===== src/rtl/uart_frame_tx.sv =====
module uart_frame_tx #(
  parameter int OVS = 16
) (
  input  logic       clk,
  input  logic       rst_n,
  input  logic       baud_tick,
  input  logic [7:0] tx_data,
  input  logic       tx_valid,
  output logic       tx_ready,
  input  logic [7:0] line_ctl,
  output logic       tx_out,
  output logic       busy
);
  localparam int CW = $clog2(2 * OVS);
  localparam logic [CW-1:0] BIT_LAST  = CW'(OVS - 1);
  localparam logic [CW-1:0] ONE5_LAST = CW'(OVS + OVS / 2 - 1);
  localparam logic [CW-1:0] TWO_LAST  = CW'(2 * OVS - 1);

  typedef enum logic [2:0] {S_IDLE, S_START, S_DATA, S_PAR, S_STOP} st_t;

  st_t           st;
  logic [CW-1:0] cnt;
  logic [3:0]    idx;
  logic [7:0]    sh;
  logic [5:0]    lc_q;
  logic          line_q;
  logic          par_acc;

  logic [3:0]    nbits;
  logic [CW-1:0] stop_last;
  logic          bit_end;
  logic          par_next;
  logic          par_bit;

  assign nbits     = {2'b00, lc_q[1:0]} + 4'd5;
  assign stop_last = !lc_q[2] ? BIT_LAST : (lc_q[1:0] == 2'b00 ? ONE5_LAST : TWO_LAST);
  assign bit_end   = baud_tick && cnt == BIT_LAST;
  assign par_next  = par_acc ^ sh[0];
  assign par_bit   = lc_q[5] ? ~lc_q[4] : (lc_q[4] ? par_next : ~par_next);

  assign tx_ready = (st == S_IDLE);
  assign busy     = (st != S_IDLE);
  assign tx_out   = line_q & ~line_ctl[6];

  always_ff @(posedge clk or negedge rst_n) begin
    if (!rst_n) begin
      st      <= S_IDLE;
      cnt     <= '0;
      idx     <= '0;
      sh      <= '0;
      lc_q    <= '0;
      line_q  <= 1'b1;
      par_acc <= 1'b0;
    end else begin
      case (st)
        S_IDLE: begin
          if (tx_valid) begin
            st      <= S_START;
            sh      <= tx_data;
            lc_q    <= line_ctl[5:0];
            line_q  <= 1'b0;
            cnt     <= '0;
            idx     <= '0;
            par_acc <= 1'b0;
          end
        end
        S_START: begin
          if (bit_end) begin
            st     <= S_DATA;
            cnt    <= '0;
            line_q <= sh[0];
          end else if (baud_tick) begin
            cnt <= cnt + 1'b1;
          end
        end
        S_DATA: begin
          if (bit_end) begin
            cnt     <= '0;
            par_acc <= par_next;
            sh      <= sh >> 1;
            idx     <= idx + 1'b1;
            if (idx == nbits - 4'd1) begin
              if (lc_q[3]) begin
                st     <= S_PAR;
                line_q <= par_bit;
              end else begin
                st     <= S_STOP;
                line_q <= 1'b1;
              end
            end else begin
              line_q <= sh[1];
            end
          end else if (baud_tick) begin
            cnt <= cnt + 1'b1;
          end
        end
        S_PAR: begin
          if (bit_end) begin
            st     <= S_STOP;
            cnt    <= '0;
            line_q <= 1'b1;
          end else if (baud_tick) begin
            cnt <= cnt + 1'b1;
          end
        end
        S_STOP: begin
          if (baud_tick) begin
            if (cnt == stop_last) begin
              st  <= S_IDLE;
              cnt <= '0;
            end else begin
              cnt <= cnt + 1'b1;
            end
          end
        end
        default: st <= S_IDLE;
      endcase
    end
  end
endmodule


===== config.mk =====
export PLATFORM = sky130hd
export DESIGN_NAME = uart_frame_tx
export DESIGN_NICKNAME = d
export VERILOG_FILES = /design/src/rtl/uart_frame_tx.sv
export SDC_FILE = /design/constraint.sdc
export NUM_CORES = 1
export LEC_CHECK = 0
export ABC_CLOCK_PERIOD_IN_PS = 2310
export CORE_MARGIN = 4
export CORE_UTILIZATION = 30
export DETAILED_ROUTE_END_ITERATION = 12
export DONT_BUFFER_PORTS = 1
export SLEW_MARGIN = 20
export SYNTH_ARGS = -nofsm -noshare
export SYNTH_HDL_FRONTEND = slang
export SYNTH_SLANG_ARGS = --single-unit

===== constraint.sdc =====
create_clock -name clk -period 2.31 [get_ports clk]
set_clock_uncertainty 0.2 [all_clocks]
set_input_delay 0.231 -clock clk [delete_from_list [all_inputs] [get_ports clk]]
set_output_delay 0.231 -clock clk [all_outputs]
set_load 0.05 [all_outputs]

=== After elaboration in Yosys (flattened, before gate mapping) ===
Index checks and enable logic that the tools add are counted.

* Word-level logic and storage cells: 78
* Input bits: 20
* Bits in registers: 28
* Output and inout port bits: 3

* Bitwise operators: 5
* Reductions and logical operators: 13
* $add $sub $neg: 4
* Muxes and demuxes: 34
* Eq/ne operators: 15

{| class="wikitable"
|+ Operators with widths
! operator !! count
|-
| $mux W5 || 6
|-
| $mux W3 || 8
|-
| $mux W8 || 2
|-
| $pmux W8 S2 || 1
|-
| $pmux W3 S5 || 1
|-
| $pmux W5 S3 || 1
|-
| $ne A2 B2 Y1 const B || 7
|-
| $mux W4 || 3
|-
| $mux W1 || 9
|-
| $pmux W4 S2 || 1
|-
| $reduce_and A7 Y1 || 1
|-
| $eq A3 B2 Y1 const B || 2
|-
| $reduce_bool A3 Y1 || 2
|-
| $add A5 B1 Y5 const B || 1
|-
| $eq A5 B4 Y1 const B || 1
|-
| $eq A5 B5 Y1 || 1
|-
| $reduce_and A5 Y1 || 1
|-
| $add A2 B3 Y4 const B || 1
|-
| $add A4 B1 Y4 const B || 1
|-
| $eq A4 B4 Y1 || 1
|-
| $pmux W1 S4 || 1
|-
| $reduce_and A4 Y1 || 1
|-
| $reduce_bool A4 Y1 || 1
|-
| $sub A4 B1 Y4 const B || 1
|-
| other kinds (14) || 16
|}

=== Longest topological paths before layout ===
* Depth in word-level cells: 8
* Depth in mapped cells: 10
* Gate-level depth less buffers: 8

=== Worst setup path before layout ===
Ideal clock, no wire load.

* Path kind: register to register
* Start: register st[0]
* End: register cnt[2]
* Arrival time: 3016 ps
* Path buffers: 1
* Clock period less this slack: 3335 ps
* Slack: -1025 ps
* Data required time: 1992 ps
* Cell stages (with the launch flop): 8
* Setup time: 118 ps
* Cells stage by stage: dfrtp_1 -> buf_6 -> nor3_1 -> inv_1 -> a31oi_2 -> or3b_1 -> a21oi_1 -> a21o_1

* Elaborated cells on any way between the ends: 12
* Those cells by class: eq/ne: 7; mux: 1; reduce/logical: 4

{| class="wikitable"
|+ RTL lines
! what !! line !! source
|-
| start, declared || 21 || <nowiki>st_t st;</nowiki>
|-
| start signal, assigned || 47 || <nowiki>st <= S_IDLE;</nowiki>
|-
| start signal, assigned || 58 || <nowiki>st <= S_START;</nowiki>
|-
| start signal, assigned || 69 || <nowiki>st <= S_DATA;</nowiki>
|-
| $logic_not A3 Y1 (*) || -- ||
|-
| via tx_ready || 9 || <nowiki>output logic tx_ready,</nowiki>
|-
| $ne A2 B2 Y1 (no line) or $reduce_bool A3 Y1 (tied branches) || -- ||
|-
| $reduce_and A4 Y1 (no line) || -- ||
|-
| end signal, assigned || 73 || <nowiki>cnt <= cnt + 1'b1;</nowiki>
|-
| end signal, assigned || 94 || <nowiki>cnt <= cnt + 1'b1;</nowiki>
|-
| end signal, assigned || 103 || <nowiki>cnt <= cnt + 1'b1;</nowiki>
|-
| end, declared || 22 || <nowiki>logic [CW-1:0] cnt;</nowiki>
|}

The timed path passes the listed nets; every way through them passes the cells marked *.
A chain may end at the register's enable or synchronous reset.

=== Final worst setup path ===
* Start: register cnt[0]
* End: register sh[4]

* Word-level cells in the longest chain between the ends: 4

{| class="wikitable"
|+ RTL lines
! what !! line !! source
|-
| $eq A5 B4 Y1 || 37 || <nowiki>assign bit_end = baud_tick && cnt == BIT_LAST;</nowiki>
|-
| $logic_and A1 B1 Y1 || 37 ||
|-
| $ne A2 B2 Y1 (no line) || -- ||
|-
| $reduce_and A3 Y1 (no line) || -- ||
|-
| end signal, assigned || 59 || <nowiki>sh <= tx_data;</nowiki>
|-
| end signal, assigned || 80 || <nowiki>sh <= sh >> 1;</nowiki>
|-
| end, declared || 24 || <nowiki>logic [7:0] sh;</nowiki>
|}

No other way between the ends.

==> impl_metrics.yaml <==
yosys:
  synth_seq_cells: 28
  syn_nets: 172
  netlist_area_sq_um: 1473
  syn_avg_cell_area_sq_um: 9.884
  ys_warn_count: 0
  syn_inst: 149
  yosysUniqueCellTypes: 37
  yosysSeqAreaShare_pct: 47.66
sta:
  worst_pin_slew_ns: 0.4910
  max-slew-margin-rel_pct: 67.27
  rsz0062_at_grt: "no"
  fin_crit_sh_pct: 92.89
  setup_ws_ns: 0.1641
  slew_violations: 0
  hold_viol_final: 0
  setup_violations: 0
  fin_hold_ws_ns: 0.01505
  timing.fmax_ghz: 0.4660
  min_period_ns: 2.146
placed_design:
  dp_hpwl_um: 2077
  routabilityCongestion: 0.7519
  port_buffers: 0
  dp_cells: 216
  place_ws_ns: 0.01361
cells_and_area:
  instances_no_fill: 240
  fin_nets: 197
  antenna_cells: 0
  layout_common_cells: "dfrtp_1 (27), nand2_1 (24), o21ai_0 (19)"
  fillCellCount: 489
  layout_commonest_cell: "dfrtp_1"
  area_delta_synth_final_pct: 26.00
  drive_gt1_share_pct: 14.45
floorplanning:
  dieWidth_um: 78.07
  start_util_pct: 30.97
  die_y_um: 78.07
  rows: 25
  dieArea_sq_um: 6094
  design.core.area_sq_um: 4755
  io_pins: 23
grt:
  grt_pass1_wl_um: 5092
  track_usage_pct: 10.09
  grt_overflow_total: 0
  antenna_found_initial: 0
  grt_max_degree: 29
  grt_pass1_vias: 1100
cts:
  cts_max_path_buffers: 2
  htreeDepth: 1
  cts_buffers: 3
  path_clk_slew_ns: 0.10
  clkLatencyLatePin_ns: 0.28
  clkSinkCount: 28
  cts_tree: "done"
  cts_root_buf: "clkbuf_8"
power:
  leakagePower_uw: 0.0007672
  power_density_nw_per_um2: 1035
  power.total_uw: 1920
  peakVddDrop_mv: 0.3385
setup_path:
  critPathMaxFanout: 9
  worstSetupPathType: "register to register"
  r2r_slack_ns: 0.16
  r2r_end: "sh[4]"
  startpoint_type: "register"
  cp-startpoint: "cnt[0]"
  timing.rr.start: "cnt[0]"
  crit_arrival_ns: 2.12
  end_kind: "register"
  required_ns: 2.28
  ff2ff_path_depth: 8
route:
  drtIter0Drc: 77
  antenna_left: 0
  wl_per_cell_um: 12.20
  detail_route.vias_per_cell: 4.579
  vias: 1099
  wirelength_um: 2927
  drc_errors: 0
  drt_pass1_iterations: 4
min_path:
  hold_path.startpoint: "baud_tick"
  whs_path_depth: 2
  hold_path_end: "cnt[0]"
  worstHoldPathType: "input port to register"
run:
  maxCapViolCount: 0
status:
  status: "finished clean"
==> report_power, final <==
| part | internal [uW] | leakage, uW | total [uW] | switching (uW) |
|---|---|---|---|---|
| clock | 232 | 0.0000357 | 391 | 159 |
| sequential | 679 | 0.000345 | 866 | 187 |
| combinational | 323 | 0.000386 | 663 | 340 |
==> layer usage <==
| layer | routed length, um | track usage, % | vias up |
|---|---|---|---|
| li1 | - | - | 568 |
| met1 | 1443 | 14.12 | 506 |
| met2 | 1310 | 15.58 | 20 |
| met3 | 112 | 1.147 | 5 |
| met4 | 61 | 4.720 | 0 |
| met5 | 0 | 0 | - |
==> flip-flops by register name (all words and copies together) (netlist names) <==
signal,cells
par_acc,1
line_q,1
st,3
lc_q,6
sh,8
idx,4
cnt,5
==> how the worst max path moves through the flow <==
stage	to	cells after the start
global route	cnt[4]	5
finish	sh[4]	8
detailed placement	par_acc	8
floorplan	cnt[2]	7
global placement	par_acc	8
CTS	par_acc	8
==> synthesized netlist by cell type, drive strengths merged <==
master,instances,area [sq um]
dfstp,1,26.28
a31oi,1,12.51
nor4b,2,32.53
nand2b,1,6.260
nor2,7,33.78
or3b,1,8.760
ha,3,37.54
o22ai,1,6.260
dfrtp,27,675.7
nand4,2,12.51
a21o,1,7.510
nand3,3,15.01
and3,1,6.260
nor3b,2,15.01
a221oi,1,8.760
xor2,5,43.79
mux2i,7,70.07
nor4,1,6.260
o21ai,19,95.09
xnor2,3,26.28
nand2,24,90.09
buf,7,46.29
o311ai,2,17.52
a21oi,5,25.02
inv,6,22.52
nor3,4,20.02
a41oi,1,8.760
mux2,5,56.30
and2,3,18.77
o221ai,1,8.760
nor2b,1,6.260
or3,1,6.260
==> timing repair <==
action | CTS | global route
setup endpoints to repair | 0 | 11
buffers inserted | 0 | 2
gates resized for setup | 0 | 2
endpoints found under the hold margin | 45 | 0
hold buffers | 18 | 0
==> area by class of cell <==
| class | instances | area, sq um | share of cell area [%] |
|---|---|---|---|
| flip-flops and latches | 28 | 701.9 | 37.83 |
| clock inverters | 1 | 30.03 | 1.618 |
| clock buffers | 3 | 41.29 | 2.225 |
| well taps | 67 | 83.83 | 4.518 |
| inverters | 6 | 22.52 | 1.214 |
| repair buffers | 27 | 257.7 | 13.89 |
| multi-input cells | 108 | 718.2 | 38.71 |
==> per-stage QoR <==
step                setup TNS (ns)  area (sq um)  util (%)
floorplan                 -0.08392          1484         -
global placement                 0          1574     33.11
detailed placement               0          1574     33.11
CTS                              0          1836     38.61
global route                     0          1856     39.03
finish                           0          1856     39.03
==> worst max-delay path: stages (launching register included) <==
cell and delay, ns:
dfrtp_1 0.42, ha_1 0.24, and3_1 0.19, ha_1 0.20, and2_0 0.18, and2_1 0.22, nor2_4 0.14, buf_4 0.16
o21ai_0 0.09
==> cells by family after synthesis <==
| logic type | synth area share, % |
|---|---|
| muxes | 8.581 |
| adders and majority gates | 2.549 |
| and+or+nand+nor | 18.86 |
| xor gates and xnor gates | 4.758 |
| DFF | 47.66 |
| AOI/OAI and AO/OA | 12.91 |
| buffers and inverters | 4.672 |
No activity file was read; power rests on OpenSTA's default activity.
